<file path="src/rtl/cpu_irq_pend.sv">
module cpu_irq_pend #(
  parameter int ADDR_W = 4
) (
  input  logic              clk,
  input  logic              rst_n,
  input  logic [ADDR_W-1:0] bus_addr,
  input  logic [31:0]       bus_wdata,
  input  logic              bus_we,
  output logic [31:0]       bus_rdata,
  input  logic              timer_req,
  input  logic              bcast15,
  input  logic [13:1]       dev_lvl,
  input  logic              is_target,
  input  logic              master_dis,
  output logic [15:0]       irl
);
  localparam int OFF_W = ADDR_W - 2;
  localparam logic [OFF_W-1:0] OFF_RD  = OFF_W'(0);
  localparam logic [OFF_W-1:0] OFF_CLR = OFF_W'(1);
  localparam logic [OFF_W-1:0] OFF_SET = OFF_W'(2);

  logic [31:0] pend_q;
  logic [15:0] irl_q;
  logic        bc_q;

  wire [OFF_W-1:0] woff = bus_addr[ADDR_W-1:2];
  wire wr_clr = bus_we && (woff == OFF_CLR);
  wire wr_set = bus_we && (woff == OFF_SET);
  wire bc_rise = bcast15 && !bc_q;
  wire bc_fall = !bcast15 && bc_q;

  wire [14:0] sw_clr = wr_clr ? bus_wdata[31:17] : 15'h0;
  wire [14:0] sw_set = wr_set ? bus_wdata[31:17] : 15'h0;
  wire [14:0] sw_nxt = (pend_q[31:17] & ~sw_clr) | sw_set;
  wire        b15_nxt = bc_rise ? 1'b1
                      : (bc_fall || (wr_clr && bus_wdata[15])) ? 1'b0
                      : pend_q[15];
  wire [13:1] dev_nxt = is_target ? dev_lvl : 13'h0;

  wire [15:0] irl_nxt = {pend_q[31:17], 1'b0}
                      | (master_dis ? 16'h0 : {pend_q[15:1], 1'b0});

  wire unused_bits = ^{bus_addr[1:0], bus_wdata[16], bus_wdata[14:0]};

  always_ff @(posedge clk) begin
    if (!rst_n) begin
      pend_q <= 32'h0;
      irl_q  <= 16'h0;
      bc_q   <= 1'b0;
    end else begin
      pend_q <= {sw_nxt, 1'b0, b15_nxt, timer_req, dev_nxt, 1'b0};
      irl_q  <= irl_nxt;
      bc_q   <= bcast15;
    end
  end

  assign bus_rdata = (woff == OFF_RD) ? pend_q : 32'h0;
  assign irl       = irl_q;
endmodule

</file>
<file path="config.mk">
export PLATFORM = sky130hd
export DESIGN_NAME = cpu_irq_pend
export DESIGN_NICKNAME = d
export VERILOG_FILES = /design/src/rtl/cpu_irq_pend.sv
export SDC_FILE = /design/constraint.sdc
export NUM_CORES = 1
export LEC_CHECK = 0
export BUFFER_PORTS_ARGS = -buffer_cell sky130_fd_sc_hd__clkbuf_2
export CAP_MARGIN = 10
export CELL_PAD_IN_SITES_DETAIL_PLACEMENT = 1
export CELL_PAD_IN_SITES_GLOBAL_PLACEMENT = 2
export CORE_AREA = 2 2 94 96
export CTS_CLUSTER_SIZE = 28
export DETAILED_ROUTE_END_ITERATION = 16
export DIE_AREA = 0 0 96 98
export HOLD_SLACK_MARGIN = 0.02
export PLACE_DENSITY_LB_ADDON = 0.1
export SLEW_MARGIN = 25
export SYNTH_ARGS = -nofsm -noshare
export SYNTH_HDL_FRONTEND = slang
export SYNTH_SLANG_ARGS = --single-unit
</file>
<file path="constraint.sdc">
create_clock -name clk -period 2.3 [get_ports clk]
set_clock_uncertainty 0.05 [all_clocks]
set_input_delay 0.69 -clock clk [delete_from_list [all_inputs] [get_ports clk]]
set_output_delay 0.69 -clock clk [all_outputs]
set_load 0.005 [all_outputs]
</file>
## Word level (Yosys, flattened, before mapping)

Index checks and enable logic that the tools add are counted.

- Register bits after elaboration: 49
- Bits of input ports: 56
- Output and inout port bits: 48

- Equal/unequal tests: 2
- Multiplexer cells: 6
- Bitwise logic cells: 4
- Reductions and logical operators: 11

Operator list:

| cell | number |
|---|---|
| two-way mux 32 bit | 1 |
| two-way mux 15 bit | 2 |
| two-way mux 16 bit | 1 |
| OR 16 bit | 1 |
| bitwise AND 15 bit | 1 |
| NOT 15 bit | 1 |
| OR 15 bit | 1 |
| logical AND 1 bit | 5 |
| equality test 2 x 1 -> 1 bit (second input constant) | 1 |
| equality test 2 bit (second input constant) | 1 |
| zero test 1 bit | 2 |
| zero test 2 bit | 1 |
| two-way mux 1 bit | 2 |
| AND reduction 2 bit | 1 |
| nonzero test 2 bit | 1 |
| logical OR 1 bit | 1 |

## Logic depth before layout (Yosys ltp)

Gate-level depths: netlist (run 1).

- Depth in word-level cells: 6
- Depth in mapped cells: 5

## Worst setup path after synthesis (run 1)

OpenSTA, ideal clock, no wires.

- Kind: input-to-output
- Start: input port bus_addr[2]
- End: output port bus_rdata[10]
- Data arrival time: 1.347 ns
- Path slack: 0.213 ns
- Cell stages on the path: 4
- Path buffers: 2
- Path through: buf_2 > nor2_1 > clkbuf_1 > and2_1

- Cells in the longest elaborated chain, start to end: 2

Ends and longest elaborated chain:

| item | line | RTL |
|---|---|---|
| from (decl) | 6 | `input logic [ADDR_W-1:0] bus_addr,` |
| zero test 2 bit | 57 | `assign bus_rdata = (woff == OFF_RD) ? pend_q : 32'h0;` |
| two-way mux 32 bit | 57 |  |
| to (decl) | 9 | `output logic [31:0] bus_rdata,` |

Every way passes these cells.

## Final worst setup path (run 1)

- Start: input port bus_addr[3]
- End: output port bus_rdata[18]

Same word-level chain as after synthesis.

==> impl_metrics.yaml, run 1 <==
outcome:
  outcome: "finished, final reports clean"
placed_design:
  placed_area_mm2: 0.00246
  gp_congestion: 0.686
  portBuffers: 82
  dpl.hpwl_um: 4310
  numPlacedInstances: 387
setup_path:
  end_kind: "primary output"
  critPathMaxFanout: 19
  required_ns: 1.56
  slowest_delay_ns: 0.22
  r2r_slack_ns: 1.50
  crit_type: "in2out"
  crit_chain: "clkbuf_2 -> nor2_1 -> buf_4 -> and2_1 -> clkbuf_2"
  crit_top_cell: "clkbuf_2"
  cpMaxStageDelayCell: "buf_4"
  cp.arrival_ns: 1.40
  r2r_end: "irl[14]"
  r2r_cells: 2
  cp-start-kind: "primary input"
  reg2reg_from: "pend_q[14]"
grt:
  grt_pass1_vias: 1775
  grt_pass1_wl_um: 9360
  grt_max_degree: 32
  grt_antenna_before_repair: 0
  grt_overflow: 0
  globalRouteTotalUtil: 0.129
power:
  powerDensity_mw_per_mm2: 616
  power_uw: 1570
  leakagePower_uw: 0.00120
  peakVddDrop_uv: 217
yosys:
  synth_seq_cells: 46
  yosys_warnings: 0
  yosys.cell_types.count: 20
  syn-cell-area_mm2: 0.00197
  synthCells: 210
  ys_seq_area_frac: 0.468
  avgSynthCellArea_um2: 9.37
cells_and_area:
  layout_common_cells: "clkbuf_2 (82), dfxtp_1 (46), and2_1 (32)"
  fillers: 1033
  antenna_cells: 0
  layout_commonest_cell: "clkbuf_2"
  final_area_mm2: 0.00255
  seq_area_um2: 921
  fin_nets: 342
  multi_input_area_um2: 938
  fin_util: 0.302
  area_growth_pct: 29.8
  instances_no_fill: 395
  layout-drive-gt1-share: 0.334
routing:
  wl_um: 5820
  drt_first_pass_iters: 4
  post-route-drc-count: 0
  vias_per_cell: 4.34
  first_iter_violations: 29
  ant_nets: 0
  wl_per_cell_um: 14.7
  dr_total_vias: 1713
floorplanning:
  die_y_um: 98
  die_w_um: 96
  start_util: 0.232
  rows: 34
  die_area_mm2: 0.00941
  core_mm2: 0.00847
  io_pins: 104
timing:
  fmax_mhz: 467
  fin_crit_ns: 2.14
  hold_viol_final: 0
  fin_setup_tns_ns: 0
  rsz0062_at_grt: "false"
  finalSetupViolCount: 0
  slew_violations: 0
  finalCritPeriodShare: 0.930
min_path:
  hp-start: "pend_q[15]"
  worstHoldPathType: "reg2reg"
  holdPathEnd: "pend_q[15]"
  min_path_cells: 2
clock_network:
  cts_tree: "yes"
  path_clk_slew_ns: 0.09
  cts_max_level: 2
  cts_root_buf: "clkbuf_8"
  ctsResizeCount: 0
  ctsHoldBuffers: 0
  post_cts_buffers: 0
  cts_buffers: 5
  cts.path.max_buffers: 2
  clock_sink_count: 46
  clkLatencyLatePin_ns: 0.30
run:
  cap_violations: 0
==> worst max-delay path by stage <==
stage	from	endpoint	slack, ns
2_1_floorplan	bus_addr[2]	bus_rdata[10]	0.21
3_3_place_gp	bus_addr[3]	bus_rdata[18]	0.12
3_5_place_dp	bus_addr[3]	bus_rdata[18]	0.14
4_1_cts	bus_addr[3]	bus_rdata[18]	0.13
5_1_grt	bus_addr[3]	bus_rdata[14]	0.01
6_report	bus_addr[3]	bus_rdata[18]	0.16
==> cell usage after synthesis (all sizes together) <==
cell type / count / share of area
nand2b: 2 / 0.0064
and2: 32 / 0.10
nor2b: 6 / 0.023
and3: 13 / 0.041
nand2: 15 / 0.029
a32oi: 15 / 0.067
nand3: 16 / 0.041
o21a: 15 / 0.057
dfxtp: 46 / 0.47
nor2: 1 / 0.0019
buf: 13 / 0.043
conb: 1 / 0.0019
and2b: 10 / 0.038
nand4b: 1 / 0.0045
a21boi: 16 / 0.061
clkbuf: 8 / 0.015
==> critical path: cells and delay by family <==
family,cells,cell delay [ns]
buffers and inverters,3,0.42
and+or+nand+nor,2,0.29
==> cell families (layout without fill, tap and decap cells) <==
family,Yosys count,after routing,synth area share
and+or+nand+nor,96,96,0.286
other,1,3,0.00191
buffers and inverters,21,96,0.0585
DFF,46,46,0.468
AOI/OAI and AO/OA,46,46,0.185
==> power breakdown <==
| part | internal, uW | switching [uW] | total (uW) |
|---|---|---|---|
| Clock | 243 | 277 | 520 |
| Combinational | 92.7 | 94.7 | 187 |
| Sequential | 837 | 28.5 | 866 |
==> layout make-up <==
cell class,instances,share of cell area
Clock inverter,1,0.00196
Multi-Input combinational cell,145,0.367
Clock buffer,7,0.0338
Tap cell,108,0.0529
Timing Repair Buffer,88,0.183
Sequential cell,46,0.361
==> metrics by stage <==
| step | worst slack (ns) | hold WS [ns] |
|---|---|---|
| floorplan | 0.213 | 0.407 |
| global placement | 0.116 | 0.433 |
| detailed placement | 0.137 | 0.449 |
| CTS | 0.131 | 0.463 |
| global route | 0.0139 | 0.483 |
| finish | 0.160 | 0.452 |
==> registers in the layout, indices dropped and copies added (netlist names) <==
signal,cells
pend_q,30
irl,15
bc_q,1
==> layer usage <==
metal  GRT usage  up-vias  wire length (um)
li1            -      866                 -
met1       0.180      788              2690
met2       0.185       54              2550
met3      0.0525        5               539
met4      0.0297        0                46
met5           0        -                 0
(Power assumes the default switching activity.)
==> inputs of run 2 (changes only) <==
Settings changed: CORE_AREA 2 2 94 96 to 2 2 92 94, CTS_BUF_LIST set to sky130_fd_sc_hd__clkbuf_4 sky130_fd_sc_hd__clkbuf_8, DIE_AREA 0 0 96 98 to 0 0 94 96.
==> impl_metrics.yaml, run 2 (synthesized netlist as in run 1, its figures left out) <==
clock_network:
  cts.path.max_buffers: 2
  cts_tree: "yes"
  clkLatencyLatePin_ns: 0.29
  cts_root_buf: "clkbuf_8"
  cts_buffers: 5
  clock_sink_count: 46
  cts_max_level: 2
  post_cts_buffers: 0
  path_clk_slew_ns: 0.08
setup_path:
  cp-start-kind: "primary input"
  crit_top_cell: "clkbuf_2"
  crit_type: "in2out"
  crit_chain: "clkbuf_2 -> nor2_2 -> buf_12 -> and2_1 -> clkbuf_2"
  critPathBufInv: 3
  end_kind: "primary output"
  required_ns: 1.56
  cp.arrival_ns: 1.44
  critPathMaxFanout: 29
  slowest_delay_ns: 0.19
  cpMaxStageDelayCell: "nor2_2"
  critPathTopFamily: "buffers and inverters"
placed_design:
  dpl.hpwl_um: 4210
  numPlacedInstances: 385
  portBuffers: 82
  gp_congestion: 0.677
cells_and_area:
  instances_no_fill: 393
  layout_commonest_cell: "clkbuf_2"
  regMostFlops: "pend_q"
  layout_common_cells: "clkbuf_2 (82), dfxtp_1 (46), and2_1 (32)"
  area_growth_pct: 31.3
  fin_nets: 343
  antenna_cells: 0
  largest_reg_flops: 30
  layout-drive-gt1-share: 0.344
grt:
  globalRouteTotalUtil: 0.126
  grt_pass1_wl_um: 8660
  grt_overflow: 0
  grt_pass1_vias: 1667
  grt_max_degree: 31
  grt_antenna_before_repair: 0
timing:
  hold_viol_final: 0
  slew_headroom: 0.648
  fmax_mhz: 459
  fin_setup_tns_ns: 0
  rsz0062_at_grt: "false"
  worst_slew_pin_slew_ns: 0.528
  finalSetupViolCount: 0
  slew_violations: 0
  finalCritPeriodShare: 0.947
  fin_crit_ns: 2.18
floorplanning:
  io_pins: 104
  die_w_um: 94
  rows: 33
  die_y_um: 96
  start_util: 0.244
  core_mm2: 0.00805
  die_area_mm2: 0.00902
outcome:
  outcome: "finished, final reports clean"
routing:
  drt_first_pass_iters: 4
  post-route-drc-count: 0
  dr_total_vias: 1718
  vias_per_cell: 4.37
  first_iter_violations: 20
  wl_per_cell_um: 14.3
  wl_um: 5620
  ant_nets: 0
min_path:
  worstHoldPathType: "reg2reg"
power:
  powerDensity_mw_per_mm2: 645
  leakagePower_uw: 0.00121
  peakVddDrop_uv: 213
run:
  cap_violations: 0
## run 2: metrics by stage
step / total power, uW / instance area, um2 / util / hold WS (ns) / setup slack [ns]
global placement: 1080 / 2470 / 0.306 / 0.443 / 0.00554
floorplan: 984 / 1970 / - / 0.407 / 0.213
detailed placement: 1080 / 2470 / 0.306 / 0.448 / 0.0134
finish: 1670 / 2580 / 0.321 / 0.454 / 0.122
global route: 1760 / 2580 / 0.321 / 0.491 / 0.0314
CTS: 1700 / 2580 / 0.321 / 0.465 / 0.0797
## run 2: worst paths after layout
path / startpoint / to / slack (ns) / cells after the start
worst min-delay path: pend_q[25] / pend_q[25] / 0.45 / 2
worst max register to register: pend_q[15] / irl[15] / 1.51 / 2
worst min register to register: pend_q[25] / pend_q[25] / 0.45 / 2
worst max-delay path: bus_addr[3] / bus_rdata[27] / 0.12 / 5
## run 2: final cells by class
cell class	instances	area [um2]
well taps	105	131
fillers	975	5470
clock buffers	6	76.3
multi-input cells	145	941
flip-flops and latches	46	921
clock inverters	2	37.5
repair buffers	89	475
## run 2: worst reg2reg max path, delay by kind of cell (launching register included)
family | cells | cell delay, ns
compound gates | 1 | 0.15
simple gates | 1 | 0.16
flops | 1 | 0.34
## run 2: where the power goes
group	internal [uW]	total [uW]	switching (uW)
clock	336	612	276
sequential	837	865	27.9
combinational	93.8	188	94.0
## run 2: timing repair
| action | in CTS | in global routing |
|---|---|---|
| hold buffers | 0 | 0 |
| endpoints found under the setup margin | 1 | 0 |
| gates resized for setup | 1 | 0 |
| hold endpoints to repair | 0 | 0 |
## run 2: metal layers
metal	share of wire	GRT usage	vias up
met3	0.062	0.0399	4
met2	0.46	0.200	50
met4	0.0073	0.0326	0
met1	0.47	0.168	788
li1	-	-	876
met5	0	0	-
==> inputs of run 3 (changes only) <==
Settings changed: CELL_PAD_IN_SITES_DETAIL_PLACEMENT 1 to not set, CELL_PAD_IN_SITES_GLOBAL_PLACEMENT 2 to not set, CORE_AREA 2 2 92 94 to 2 2 82 84, DIE_AREA 0 0 94 96 to 0 0 84 86, PLACE_DENSITY_LB_ADDON 0.1 to not set.
==> impl_metrics.yaml, run 3 (synthesized netlist as in run 1, its figures left out) <==
cells_and_area:
  area_growth_pct: 26.9
  regMostFlops: "pend_q"
  layout_commonest_cell: "clkbuf_2"
  layout_common_cells: "clkbuf_2 (82), dfxtp_1 (46), and2_1 (32)"
  layout-drive-gt1-share: 0.331
  largest_reg_flops: 30
  fin_nets: 339
  antenna_cells: 0
routing:
  wl_um: 4950
  wl_per_cell_um: 13.7
  dr_total_vias: 1690
  post-route-drc-count: 0
  drt_first_pass_iters: 4
  ant_nets: 0
  first_iter_violations: 65
  vias_per_cell: 4.68
setup_path:
  cp.arrival_ns: 1.43
  cpMaxStageDelayCell: "buf_12"
  crit_top_cell: "clkbuf_2"
  critPathMaxFanout: 30
  crit_chain: "clkbuf_2 -> nor2_1 -> buf_12 -> and2_1 -> clkbuf_2"
  critPathLaunch: "bus_addr[3]"
  crit_type: "in2out"
  reg2reg_from: "pend_q[4]"
  cp-start-kind: "primary input"
  required_ns: 1.56
  slowest_delay_ns: 0.19
  end_kind: "primary output"
  critPathBufInv: 3
  critPathTopFamily: "buffers and inverters"
floorplanning:
  die_w_um: 84
  die_y_um: 86
  core_mm2: 0.00628
  rows: 29
  die_area_mm2: 0.00722
  start_util: 0.313
  io_pins: 104
clock_network:
  clock_sink_count: 46
  cts_root_buf: "clkbuf_8"
  post_cts_buffers: 0
  ctsHoldBuffers: 0
  ctsResizeCount: 0
  cts_tree: "yes"
  cts_buffers: 5
  cts.path.max_buffers: 2
  cts_max_level: 2
  path_clk_slew_ns: 0.08
  clkLatencyLatePin_ns: 0.30
grt:
  grt_overflow: 0
  grt_pass1_vias: 1535
  grt_max_degree: 47
  globalRouteTotalUtil: 0.138
  grt_pass1_wl_um: 7930
  grt_antenna_before_repair: 0
timing:
  fin_crit_ns: 2.17
  rsz0062_at_grt: "false"
  slew_violations: 0
  finalCritPeriodShare: 0.946
  worst_slew_pin_slew_ns: 0.795
  slew_headroom: 0.470
  fmax_mhz: 460
  fin_setup_tns_ns: 0
  finalSetupViolCount: 0
  hold_viol_final: 0
placed_design:
  gp_congestion: 0.822
  portBuffers: 82
  dpl.hpwl_um: 3550
outcome:
  outcome: "finished, final reports clean"
min_path:
  hp-start: "pend_q[15]"
  worstHoldPathType: "reg2reg"
power:
  peakVddDrop_uv: 289
  powerDensity_mw_per_mm2: 628
  power_uw: 1570
  leakagePower_uw: 0.00119
run:
  cap_violations: 0
## run 3: changes by cell type in the layout (fill, tap and decap cells not counted), sizes merged
| cell | delta |
|---|---|
| buf | -4 |
| bufinv | -1 |
| clkbuf | +1 |
| clkinv | +1 |
| clkinvlp | -1 |
## run 3: metrics by stage
step | setup WS [ns] | util | instances | cell area, um2 | hold WS, ns
final | 0.125 | 0.398 | 361 | 2500 | 0.449
after global routing | 0.0706 | 0.398 | 361 | 2500 | 0.469
after CTS | 0.0993 | 0.398 | 361 | 2500 | 0.452
after detailed placement | 0.101 | 0.383 | 353 | 2400 | 0.440
after global placement | 0.0938 | 0.383 | 353 | 2400 | 0.425
after floorplan | 0.213 | - | 212 | 1970 | 0.407
## run 3: power breakdown
| group | switching [uW] | internal [uW] |
|---|---|---|
| logic | 89.6 | 89.7 |
| registers | 26.4 | 837 |
| clock network | 271 | 255 |
## run 3: worst reg2reg max path, delay by kind of cell, from the launching register on
family           cells  cell delay [ns]
AO/OA/AOI/OAI        1             0.17
flip-flops           1             0.31
AND/OR/NAND/NOR      1             0.14
## run 3: area by class of cell
class | instances | area (um2)
Clock buffer | 7 | 90.1
Sequential cell | 46 | 921
Fill cell | 654 | 3780
Multi-Input combinational cell | 145 | 938
Timing Repair Buffer | 85 | 445
Tap cell | 77 | 96.3
Clock inverter | 1 | 5.00
## run 3: worst paths after layout
path / to / slack (ns) / cells past startpoint
setup / recovery: bus_rdata[27] / 0.13 / 5
hold / removal: pend_q[15] / 0.45 / 2
setup reg to reg: irl[4] / 1.52 / 2
hold reg to reg: pend_q[15] / 0.45 / 2
## run 3: layer usage
metal | routed length (um) | global-route usage
met1 | 2350 | 0.188
met2 | 2230 | 0.212
met3 | 256 | 0.0327
met4 | 118 | 0.0557
met5 | 0 | 0
